--- src/rtl/sbg_pkg.sv ---
package sbg_pkg;
  localparam int MODE_W = 2;

  typedef enum logic [MODE_W-1:0] {
    MODE_OFF   = 2'd0,
    MODE_CONT  = 2'd1,
    MODE_BURST = 2'd2,
    MODE_SPARE = 2'd3
  } mode_e;
endpackage

--- src/rtl/sbg_regs.sv ---
module sbg_regs
  import sbg_pkg::*;
#(
  parameter int DATA_W = 8,
  parameter int CODE_W = 2
) (
  input  logic              clk,
  input  logic              rst_n,
  input  logic              wr_en,
  input  logic              sel,
  input  logic [DATA_W-1:0] wdata,
  output logic [DATA_W-1:0] rdata,
  output mode_e             mode_q,
  output logic              len_wr,
  output logic [CODE_W-1:0] wr_code
);
  logic [CODE_W-1:0] code_q, code_n;
  mode_e             mode_n;
  logic              code_en, mode_en;

  assign code_en = wr_en && !sel;
  assign mode_en = wr_en && sel;
  assign len_wr  = code_en;
  assign wr_code = wdata[CODE_W-1:0];

  always_comb begin
    code_n = code_q;
    mode_n = mode_q;
    if (code_en) code_n = wdata[CODE_W-1:0];
    if (mode_en) mode_n = mode_e'(wdata[MODE_W-1:0]);
  end

  always_ff @(posedge clk or negedge rst_n) begin
    if (!rst_n) begin
      code_q <= '1;
      mode_q <= MODE_OFF;
    end else begin
      code_q <= code_n;
      mode_q <= mode_n;
    end
  end

  always_comb begin
    rdata = '0;
    if (sel) rdata[MODE_W-1:0] = mode_q;
    else     rdata[CODE_W-1:0] = code_q;
  end
endmodule

--- src/rtl/sbg_divider.sv ---
module sbg_divider #(
  parameter int DIV = 8
) (
  input  logic clk,
  input  logic rst_n,
  input  logic run,
  input  logic start,
  output logic hi_phase,
  output logic pulse_end
);
  localparam int HIGH  = DIV / 2;
  localparam int DIV_W = (DIV > 2) ? $clog2(DIV) : 1;

  logic [DIV_W-1:0] cnt_q, cnt_n;

  always_comb begin
    if (start)     cnt_n = '0;
    else if (run)  cnt_n = (cnt_q == DIV_W'(DIV - 1)) ? '0 : cnt_q + DIV_W'(1);
    else           cnt_n = '0;
  end

  always_ff @(posedge clk or negedge rst_n) begin
    if (!rst_n) cnt_q <= '0;
    else        cnt_q <= cnt_n;
  end

  assign hi_phase  = cnt_q < DIV_W'(HIGH);
  assign pulse_end = cnt_q == DIV_W'(HIGH - 1);
endmodule

--- src/rtl/sbg_burst_ctrl.sv ---
module sbg_burst_ctrl #(
  parameter int CODE_W = 2
) (
  input  logic              clk,
  input  logic              rst_n,
  input  logic              enable,
  input  logic              trig,
  input  logic [CODE_W-1:0] code,
  input  logic              hi_phase,
  input  logic              pulse_end,
  output logic              busy_q,
  output logic              start
);
  localparam int LEFT_W = 1 << CODE_W;

  logic [LEFT_W-1:0] left_q, left_n;
  logic              busy_n;
  logic              pend_q, pend_n;
  logic [CODE_W-1:0] pcode_q, pcode_n;

  function automatic logic [LEFT_W-1:0] pulses_of(input logic [CODE_W-1:0] c);
    logic [LEFT_W-1:0] r;
    r    = '0;
    r[c] = 1'b1;
    return r;
  endfunction

  always_comb begin
    busy_n  = busy_q;
    left_n  = left_q;
    pend_n  = pend_q;
    pcode_n = pcode_q;
    start   = 1'b0;
    if (!enable) begin
      busy_n = 1'b0;
      pend_n = 1'b0;
    end else if (!busy_q) begin
      if (trig) begin
        busy_n = 1'b1;
        left_n = pulses_of(code);
        pend_n = 1'b0;
        start  = 1'b1;
      end
    end else if (pulse_end) begin
      if (trig) begin
        left_n = pulses_of(code);
        pend_n = 1'b0;
      end else if (pend_q) begin
        left_n = pulses_of(pcode_q);
        pend_n = 1'b0;
      end else if (left_q == LEFT_W'(1)) begin
        busy_n = 1'b0;
      end else begin
        left_n = left_q - LEFT_W'(1);
      end
    end else if (trig) begin
      if (hi_phase) begin
        pend_n  = 1'b1;
        pcode_n = code;
      end else begin
        left_n = pulses_of(code);
      end
    end
  end

  always_ff @(posedge clk or negedge rst_n) begin
    if (!rst_n) begin
      busy_q  <= 1'b0;
      left_q  <= '0;
      pend_q  <= 1'b0;
      pcode_q <= '0;
    end else begin
      busy_q  <= busy_n;
      left_q  <= left_n;
      pend_q  <= pend_n;
      pcode_q <= pcode_n;
    end
  end
endmodule

--- src/rtl/sync_burst_gen.sv ---
module sync_burst_gen
  import sbg_pkg::*;
#(
  parameter int DATA_W = 8,
  parameter int CODE_W = 2,
  parameter int DIV    = 8
) (
  input  logic              clk,
  input  logic              rst_n,
  input  logic              pwr_en,
  input  logic              reg_wr,
  input  logic              reg_sel,
  input  logic [DATA_W-1:0] reg_wdata,
  output logic [DATA_W-1:0] reg_rdata,
  output logic              sync_out,
  output logic              busy
);
  mode_e             mode_q;
  logic              len_wr;
  logic [CODE_W-1:0] wr_code;
  logic              burst_ok, cont_act;
  logic              busy_q, start;
  logic              hi_phase, pulse_end;

  sbg_regs #(.DATA_W(DATA_W), .CODE_W(CODE_W)) u_regs (
    .clk(clk), .rst_n(rst_n), .wr_en(reg_wr), .sel(reg_sel),
    .wdata(reg_wdata), .rdata(reg_rdata), .mode_q(mode_q),
    .len_wr(len_wr), .wr_code(wr_code)
  );

  assign burst_ok = pwr_en && (mode_q == MODE_BURST);
  assign cont_act = pwr_en && (mode_q == MODE_CONT);

  sbg_burst_ctrl #(.CODE_W(CODE_W)) u_ctrl (
    .clk(clk), .rst_n(rst_n), .enable(burst_ok), .trig(len_wr),
    .code(wr_code), .hi_phase(hi_phase), .pulse_end(pulse_end),
    .busy_q(busy_q), .start(start)
  );

  assign busy = busy_q && burst_ok;

  sbg_divider #(.DIV(DIV)) u_div (
    .clk(clk), .rst_n(rst_n), .run(busy || cont_act), .start(start),
    .hi_phase(hi_phase), .pulse_end(pulse_end)
  );

  assign sync_out = (busy || cont_act) && hi_phase;
endmodule

--- config.mk ---
export PLATFORM = sky130hd
export DESIGN_NAME = sync_burst_gen
export DESIGN_NICKNAME = d
export VERILOG_FILES = /design/src/rtl/sbg_pkg.sv /design/src/rtl/sbg_regs.sv /design/src/rtl/sbg_divider.sv /design/src/rtl/sbg_burst_ctrl.sv /design/src/rtl/sync_burst_gen.sv
export SDC_FILE = /design/constraint.sdc
export NUM_CORES = 1
export LEC_CHECK = 0
export BUFFER_PORTS_ARGS = -buffer_cell sky130_fd_sc_hd__buf_2
export CAP_MARGIN = 10
export CORE_MARGIN = 2
export CORE_UTILIZATION = 45
export CTS_CLUSTER_SIZE = 20
export DETAILED_ROUTE_END_ITERATION = 8
export PLACE_DENSITY = 0.78
export SYNTH_ARGS = -nofsm -noshare
export SYNTH_HDL_FRONTEND = slang
export SYNTH_SLANG_ARGS = --single-unit
--- constraint.sdc ---
create_clock -name clk -period 2.5 [get_ports clk]
set_clock_uncertainty 0.05 [all_clocks]
set_input_delay 0.5 -clock clk [delete_from_list [all_inputs] [get_ports clk]]
set_output_delay 0.5 -clock clk [all_outputs]
set_load 0.02 [all_outputs]
==> impl_metrics.py, run 1 <==
metrics = {
    "sta": {
        "min_period_ns": 1.92,
        "tns_ns": 0,
        "period_share_pct": 77.0,
        "hold_viol": 0,
        "rsz0062_at_grt": "false",
        "maxSlewViolCount": 0,
        "fmax_mhz": 520,
        "setup-violations-final": 0,
    },
    "global_route": {
        "antenna_found_initial": 0,
        "grt_first_pass_wirelength_mm": 2.71,
        "grt_pass1_vias": 671,
        "grt_usage_pct": 14.3,
        "grt_max_degree": 16,
        "grt-ovfl-total": 0,
    },
    "yosys": {
        "synth-edff-count": 0,
        "synth_common_cells": "dfrtp_1 (13), nand2_1 (13), mux2_2 (9), nor2_1 (8)",
        "synth_warnings": 0,
        "async_reset_ff_share_pct": 100,
        "yosys.area.top_type": "dfrtp_1",
        "syn_inst": 98,
        "avgSynthCellArea_um2": 9.89,
        "ys_seq_elements": 15,
        "synth_area_leaders": "dfrtp_1 (34%), mux2_2 (10%), ha_1 (6.5%)",
        "synth_top_area_share_pct": 33.5,
        "ys.flop_type": "dfrtp_1",
        "yosysSeqAreaShare_pct": 39.0,
        "synth_cell_types": 33,
        "synth_area_um2": 970,
    },
    "critical_path": {
        "reg2reg_slack_ns": 0.58,
        "reg2reg_from": "u_div.cnt_q[0]$_DFF_PN0_",
        "cp_slowest_cell": "dfrtp_1",
        "path_delay_family": "multiplexers",
        "path_class": "reg2reg",
        "end_kind": "flop",
        "path_buf_inv": 0,
        "crit_chain": "ha_1 -> ha_1 -> nand2_1 -> nor2_1 -> mux2_1 -> mux2_2",
        "start_kind": "flop",
        "rr_endpoint": "u_ctrl.left_q[0]$_DFFE_PN0P_",
        "cp.required_ns": 2.62,
        "r2r_cells": 6,
        "cp-startpoint": "u_div.cnt_q[0]$_DFF_PN0_",
        "cp_slowest_stage_delay_ns": 0.36,
        "crit_fanout": 4,
        "worstPathArrival_ns": 2.04,
        "worst_path_most_repeated_cell": "ha_1",
    },
    "floorplan": {
        "io_pins": 23,
        "rows": 16,
        "die_y_um": 50.4,
        "start_util_pct": 48.4,
        "die-area_um2": 2540,
        "die_x_um": 50.4,
        "design.core.area_um2": 2000,
    },
    "clock_network": {
        "cts_root_buf": "clkbuf_4",
        "insertion_delay_ns": 0.29,
        "h-tree-depth": 1,
        "cts_tree": "done",
        "cts_setup_buffers": 0,
        "clk_pin_slew_worst_paths_ns": 0.09,
        "post_cts_resized": 0,
        "cts_hold_buf": 0,
        "cts.sinks": 15,
        "clock_path_buffers": 2,
        "cts_buffers": 3,
    },
    "run": {
        "cap_violations": 0,
    },
    "final_layout": {
        "fin_nets": 129,
        "final_util_pct": 52.1,
        "fin_cells": 137,
        "diodes": 0,
        "fill_cells": 189,
        "drive_gt1_share_pct": 27.3,
        "area_growth_syn_to_layout_pct": 7.61,
    },
    "pwr": {
        "p_int_uw": 416,
        "cellPowerDensity_nw_per_um2": 585,
        "swShare_pct": 31.9,
        "p_leak_uw": 0.000481,
        "ir_worst_vdd_v": 0.000434,
        "p_comb_share_pct": 27.1,
        "p_sw_uw": 195,
        "seqPwrFrac_pct": 50.8,
        "clockPowerShare_pct": 22.2,
    },
    "routing": {
        "routed_wl_mm": 1.55,
        "num_vias": 692,
        "via_per_inst": 5.05,
        "dr.first_iter.drc_count": 7,
        "drtPass1Iterations": 3,
        "route.detailed.wl_per_inst_um": 11.3,
        "ant_nets": 0,
        "drc": 0,
    },
    "worst_hold_path": {
        "hp-class": "in2async",
    },
    "outcome": {
        "status": "complete, no violations",
    },
    "place": {
        "gp_congestion": 0.750,
        "port_buffers": 10,
        "dp.cells": 133,
        "hpwl_mm": 1.21,
    },
}
## cell families (layout without fill, tap and decap cells)
family,count (synthesis),count (layout),synth area share (%)
and+or+nand+nor,38,38,22.6
DFF,15,15,39.0
AOI/OAI and AO/OA,13,13,8.78
buffers and inverters,13,20,8.13
muxes,12,12,13.8
adders and majority gates,5,5,6.45
other,1,6,0.387
xor gates and xnor gates,1,1,0.903
## power groups by stage
stage / sequential (uW) / clock [uW] / combinational (uW)
finish: 310 / 135 / 165
global route: 316 / 152 / 186
CTS: 310 / 141 / 169
detailed placement: 314 / 0 / 168
global placement: 311 / 0 / 164
floorplan: 305 / 0 / 138
## per-layer routing
metal | share of wire (%) | vias up | track usage [%] | wire length (um)
met5 | 0 | - | 0 | 0
li1 | - | 351 | - | -
met2 | 49 | 15 | 24.6 | 762
met4 | 2.0 | 0 | 8.11 | 31
met1 | 45 | 322 | 16.6 | 696
met3 | 3.6 | 4 | 2.68 | 55
## per-stage QoR
stage               hold slack, ns  cell area, um^2  power (uW)  setup WS, ns
floorplan                    0.154              988         443         0.757
global placement             0.361             1020         475         0.639
detailed placement           0.363             1020         482         0.621
CTS                         0.0440             1040         620         0.566
global route                0.0576             1040         653         0.429
finish                      0.0409             1040         611         0.575
## placed cells by master, fill, tap and decap left out
cell,synthesis,final
nor3_1,3,3
o31a_1,1,1
conb_1,1,6
buf_2,0,10
nor4_4,1,1
nor3b_1,1,1
o21a_1,1,1
nor4_1,1,1
ha_1,5,5
dfrtp_1,13,13
mux2_1,2,2
nand3b_2,1,1
clkbuf_4,0,3
nor4b_1,1,1
nor2_1,8,8
a311oi_1,1,1
nand2b_2,1,1
nor2b_4,1,1
dfstp_2,2,2
o21ai_2,1,1
mux2i_1,1,1
inv_1,6,6
nand3b_1,3,3
mux2_2,9,9
nand2b_1,2,2
a21oi_1,1,1
o21ai_0,5,5
nor2b_1,2,2
nand2_1,13,13
a31oi_1,1,1
a211o_1,1,1
o22ai_1,1,1
clkinv_2,0,1
xnor2_1,1,1
## registers in the layout (all words and copies together), names as in the netlist
name / count
u_ctrl.pend_q: 1
u_regs.code_q: 2
u_ctrl.pcode_q: 2
u_ctrl.left_q: 4
u_div.cnt_q: 3
u_ctrl.busy_q: 1
u_regs.mode_q: 2
## layout make-up
| type | instances | area [um^2] | share of cell area [%] |
|---|---|---|---|
| clock buffer | 3 | 22.5 | 2.16 |
| clock inverter | 1 | 5.00 | 0.480 |
| inverter | 6 | 22.5 | 2.16 |
| multi-input combinational | 75 | 532 | 51.0 |
| sequential | 15 | 378 | 36.2 |
| tap | 27 | 33.8 | 3.24 |
| timing repair buffer | 10 | 50.0 | 4.80 |
## worst max-delay path by stage
stage	to	cells after the start
2_1_floorplan	u_ctrl.left_q[0]$_DFFE_PN0P_	6
3_3_place_gp	u_ctrl.left_q[2]$_DFFE_PN0P_	6
3_5_place_dp	u_ctrl.left_q[2]$_DFFE_PN0P_	6
4_1_cts	u_ctrl.left_q[0]$_DFFE_PN0P_	6
5_1_grt	u_ctrl.left_q[2]$_DFFE_PN0P_	6
6_report	u_ctrl.left_q[0]$_DFFE_PN0P_	6
## worst register-to-register path, stage by stage, from the launching register on
cell,delay (ns)
dfrtp_1,0.36
ha_1,0.19
ha_1,0.19
nand2_1,0.11
nor2_1,0.27
mux2_1,0.36
mux2_2,0.27
No activity file was read; power rests on OpenSTA's default activity.
==> run 2, diff against run 1 <==
clock period = 1.8 ns   (was 2.5 ns; I/O delays follow)
==> impl_metrics.py, run 2 (synthesis results as in run 1) <==
metrics = {
    "clock_network": {
        "clk_pin_slew_worst_paths_ns": 0.09,
        "cts_tree": "done",
        "cts_root_buf": "clkbuf_4",
        "cts_buffers": 3,
        "cts.sinks": 15,
        "clock_path_buffers": 2,
        "h-tree-depth": 1,
        "insertion_delay_ns": 0.30,
    },
    "routing": {
        "drc": 0,
        "ant_nets": 0,
        "num_vias": 789,
        "dr.first_iter.drc_count": 8,
        "routed_wl_mm": 1.95,
        "drtPass1Iterations": 4,
        "via_per_inst": 5.23,
        "route.detailed.wl_per_inst_um": 12.9,
    },
    "floorplan": {
        "die-area_um2": 2540,
        "die_x_um": 50.4,
        "start_util_pct": 48.4,
        "rows": 16,
        "io_pins": 23,
        "die_y_um": 50.4,
        "design.core.area_um2": 2000,
    },
    "global_route": {
        "grt-ovfl-total": 0,
        "grt_first_pass_wirelength_mm": 3.28,
        "antenna_found_initial": 0,
        "grt_usage_pct": 17.5,
        "grt_max_degree": 16,
        "grt_pass1_vias": 737,
    },
    "run": {
        "cap_violations": 0,
    },
    "critical_path": {
        "crit_chain": "ha_2 -> ha_2 -> nand2_2 -> nor2_4 -> mux2_1 -> mux2_2",
        "start_kind": "flop",
        "end_kind": "flop",
        "worst_path_most_repeated_cell": "ha_2",
        "cp_slowest_cell": "dfrtp_1",
        "reg2reg_from": "u_div.cnt_q[0]$_DFF_PN0_",
        "rr_endpoint": "u_ctrl.left_q[0]$_DFFE_PN0P_",
        "cp_slowest_stage_delay_ns": 0.36,
        "path_class": "reg2reg",
        "cp-startpoint": "u_div.cnt_q[0]$_DFF_PN0_",
        "worstPathArrival_ns": 1.89,
        "crit_fanout": 4,
        "r2r_cells": 6,
        "reg2reg_slack_ns": 0.05,
        "cp.required_ns": 1.94,
    },
    "final_layout": {
        "reg_top3": "u_ctrl.left_q x4, u_div.cnt_q x3",
        "drive_gt1_share_pct": 38.7,
        "seqCellArea_um2": 378,
        "fin_cells": 151,
        "diodes": 0,
        "largest_reg_flops": 4,
        "fill_cells": 177,
        "final_cell_mix": "buf_4 (13), dfrtp_1 (13), nand2_1 (12), buf_2 (9), mux2_2 (8)",
        "fin_nets": 143,
        "multi_input_area_um2": 564,
        "stdcell_area_um2": 1190,
        "largest_register": "u_ctrl.left_q",
        "area_growth_syn_to_layout_pct": 22.6,
    },
    "worst_hold_path": {
        "min-delay-start": "reg_wdata[1]",
        "min_to": "u_regs.code_q[1]$_DFFE_PN1P_",
        "hp-class": "in2reg",
        "hold_path_depth": 3,
    },
    "sta": {
        "fmax_mhz": 572,
        "period_share_pct": 97.2,
        "maxSlewViolCount": 0,
        "min_period_ns": 1.75,
        "setup-violations-final": 0,
        "rsz0062_at_grt": "true",
        "hold_viol": 0,
        "tns_ns": 0,
    },
    "pwr": {
        "p_leak_uw": 0.000547,
        "cellPowerDensity_nw_per_um2": 768,
        "ir_worst_vdd_v": 0.000474,
        "total_power_uw": 913,
    },
    "place": {
        "port_buffers": 10,
        "gp_congestion": 0.810,
        "hpwl_mm": 1.47,
        "place_area_um2": 1060,
        "dp.cells": 139,
    },
    "outcome": {
        "status": "complete, no violations",
    },
}
==> run 2: per-layer routing <==
layer	routed length [um]	up-vias	track usage [%]
met5	0	-	0
met4	56	0	10.8
met3	79	5	1.79
met2	1000	31	31.1
met1	806	375	20.0
li1	-	378	-
==> run 2: layout make-up <==
cell class,instances,area share [%]
multi-input combinational,75,47.5
sequential,15,31.8
timing repair buffer,24,13.8
tap,27,2.84
clock buffer,4,2.21
inverter,6,1.89
==> run 2: power breakdown <==
part | switching [uW] | internal (uW) | leakage, uW
combinational | 140 | 144 | 0.000343
clock | 114 | 86.5 | 0.0000150
sequential | 44.0 | 384 | 0.000189
total | 298 | 614 | 0.000547
==> run 2: worst max path at each step <==
stage | end | slack, ns | depth (start not counted)
CTS | u_ctrl.pcode_q[0]$_DFFE_PN0P_ | 0.02 | 5
global route | sync_out | -0.03 | 6
floorplan | u_ctrl.left_q[0]$_DFFE_PN0P_ | 0.06 | 6
detailed placement | u_ctrl.left_q[0]$_DFFE_PN0P_ | -0.06 | 6
global placement | u_ctrl.left_q[2]$_DFFE_PN0P_ | -0.004 | 6
finish | u_ctrl.left_q[0]$_DFFE_PN0P_ | 0.05 | 6
==> run 2: through the flow <==
stage / hold slack (ns) / setup WS (ns) / utilization, %
6_report: 0.255 / 0.0503 / 59.4
3_5_place_dp: 0.233 / -0.0594 / 53.0
5_1_grt: 0.260 / -0.0329 / 59.4
4_1_cts: 0.247 / 0.0175 / 56.4
2_1_floorplan: 0.0144 / 0.0572 / -
3_3_place_gp: 0.221 / -0.00399 / 53.0
==> run 2: timing repair <==
action,CTS,global route
hold endpoints to repair,13,0
pin swaps,1,3
hold buffers,1,0
gates resized for setup,7,5
setup buffers,1,6
setup endpoints to repair,3,7
==> run 2: worst max-delay path: cells and delay by family, from the launching register on <==
kind,cells,cell delay [ns]
DFF,1,0.36
adders and majority gates,2,0.39
and+or+nand+nor,2,0.22
muxes,2,0.62
==> run 3, diff against run 2 <==
CTS_BUF_LIST = sky130_fd_sc_hd__clkbuf_16   (was unset)
==> impl_metrics.py, run 3 (synthesis results as in run 1) <==
metrics = {
    "outcome": {
        "status": "complete, no violations",
    },
    "worst_hold_path": {
        "hp-class": "in2reg",
        "hold_path_depth": 3,
    },
    "floorplan": {
        "design.core.area_um2": 2000,
        "die_y_um": 50.4,
        "start_util_pct": 48.4,
        "rows": 16,
        "die_x_um": 50.4,
        "die-area_um2": 2540,
        "io_pins": 23,
    },
    "place": {
        "post-place-ws_ns": -0.0594,
        "port_buffers": 10,
        "gp_congestion": 0.810,
        "dp.cells": 139,
        "hpwl_mm": 1.47,
        "place_area_um2": 1060,
    },
    "pwr": {
        "cellPowerDensity_nw_per_um2": 932,
        "p_leak_uw": 0.000555,
        "ir_worst_vdd_v": 0.000770,
    },
    "global_route": {
        "grt-ovfl-total": 0,
        "grt_pass1_vias": 731,
        "grt_max_degree": 16,
        "grt_usage_pct": 17.8,
        "grt_first_pass_wirelength_mm": 3.30,
        "antenna_found_initial": 0,
    },
    "sta": {
        "maxSlewViolCount": 0,
        "min_period_ns": 1.74,
        "tns_ns": 0,
        "setup-violations-final": 0,
        "fmax_mhz": 574,
        "fin_ws_ns": 0.0592,
        "hold_viol": 0,
        "period_share_pct": 96.7,
    },
    "clock_network": {
        "insertion_delay_ns": 0.25,
        "cts_buffers": 3,
        "cts.sinks": 15,
        "h-tree-depth": 1,
        "cts_tree": "done",
        "clock_path_buffers": 2,
        "clk_pin_slew_worst_paths_ns": 0.05,
        "cts_root_buf": "clkbuf_16",
    },
    "routing": {
        "drc": 0,
        "ant_nets": 0,
        "dr.first_iter.drc_count": 17,
        "drtPass1Iterations": 4,
        "num_vias": 782,
        "via_per_inst": 5.32,
        "route.detailed.wl_per_inst_um": 13.7,
        "routed_wl_mm": 2.01,
    },
    "final_layout": {
        "final_common_cell": "dfrtp_1",
        "diodes": 0,
        "seqCellArea_um2": 378,
        "largest_register": "u_ctrl.left_q",
        "fin_cells": 147,
        "stdcell_area_um2": 1210,
        "fill_cells": 172,
        "final_cell_mix": "dfrtp_1 (13), nand2_1 (12), buf_2 (10), buf_4 (9), mux2_2 (8)",
        "fin_nets": 139,
        "multi_input_area_um2": 574,
        "largest_reg_flops": 4,
        "drive_gt1_share_pct": 36.7,
        "area_growth_syn_to_layout_pct": 25.3,
        "reg_top3": "u_ctrl.left_q x4, u_div.cnt_q x3",
    },
    "critical_path": {
        "end_kind": "flop",
        "worstPathArrival_ns": 1.82,
        "start_kind": "flop",
        "path_class": "reg2reg",
        "r2r_cells": 6,
        "crit_fanout": 4,
        "cp.required_ns": 1.88,
    },
    "run": {
        "cap_violations": 0,
    },
}
-- run 3: changes by cell type in the layout (fill, tap and decap cells not counted), sizes merged --
cell	change
buf	-4
inv	+1
clkbuf	-1
-- run 3: per-stage QoR --
step,util [%],power (uW),hold WS [ns]
floorplan,-,615,0.0144
global placement,53.0,669,0.221
detailed placement,53.0,687,0.233
CTS,58.6,1120,0.309
global route,60.7,1190,0.320
finish,60.7,1130,0.308
-- run 3: layout make-up --
cell class                 instances  area share [%]
clock inverter                     1           0.309
sequential                        15            31.1
tap                               27            2.78
clock buffer                       3            6.18
multi-input combinational         75            47.3
timing repair buffer              20            10.5
inverter                           6            1.85
-- run 3: power breakdown --
part	internal, uW	switching [uW]	total (uW)
Sequential	386	44.4	430
Clock	294	137	431
Combinational	132	139	271
Total	812	320	1130
-- run 3: path summary, 6_finish.rpt --
check / from / to / slack, ns
setup / recovery: u_div.cnt_q[0]$_DFF_PN0_ / u_ctrl.left_q[0]$_DFFE_PN0P_ / 0.06
hold / removal: reg_wdata[1] / u_regs.code_q[1]$_DFFE_PN1P_ / 0.31
setup reg to reg: u_div.cnt_q[0]$_DFF_PN0_ / u_ctrl.left_q[0]$_DFFE_PN0P_ / 0.06
hold reg to reg: u_div.cnt_q[0]$_DFF_PN0_ / u_div.cnt_q[0]$_DFF_PN0_ / 0.40
max in group asynchronous: rst_n / u_regs.code_q[0]$_DFFE_PN1P_ / 0.91
min in group asynchronous: rst_n / u_ctrl.left_q[2]$_DFFE_PN0P_ / 0.49
-- run 3: worst max-delay path, stage by stage, from the launching register on --
cell     delay (ns)
dfrtp_1        0.36
ha_2           0.22
ha_4           0.16
nand2_2        0.08
nor2_4         0.16
mux2_1         0.34
mux2_2         0.27
-- run 3: repair_timing --
action                                  in CTS  in global routing
endpoints found under the setup margin       3                  7
gates resized for setup                      7                  3
pin swaps                                    1                  3
endpoints found under the hold margin       13                  0
buffers inserted                             0                  3
hold buffers                                 1                  0
-- run 3: layer usage --
layer | GRT usage [%] | share of wire (%) | up-vias
li1 | - | - | 372
met1 | 20.8 | 42 | 380
met2 | 30.9 | 50 | 23
met3 | 3.57 | 4.7 | 7
met4 | 9.01 | 2.8 | 0
met5 | 0 | 0 | -
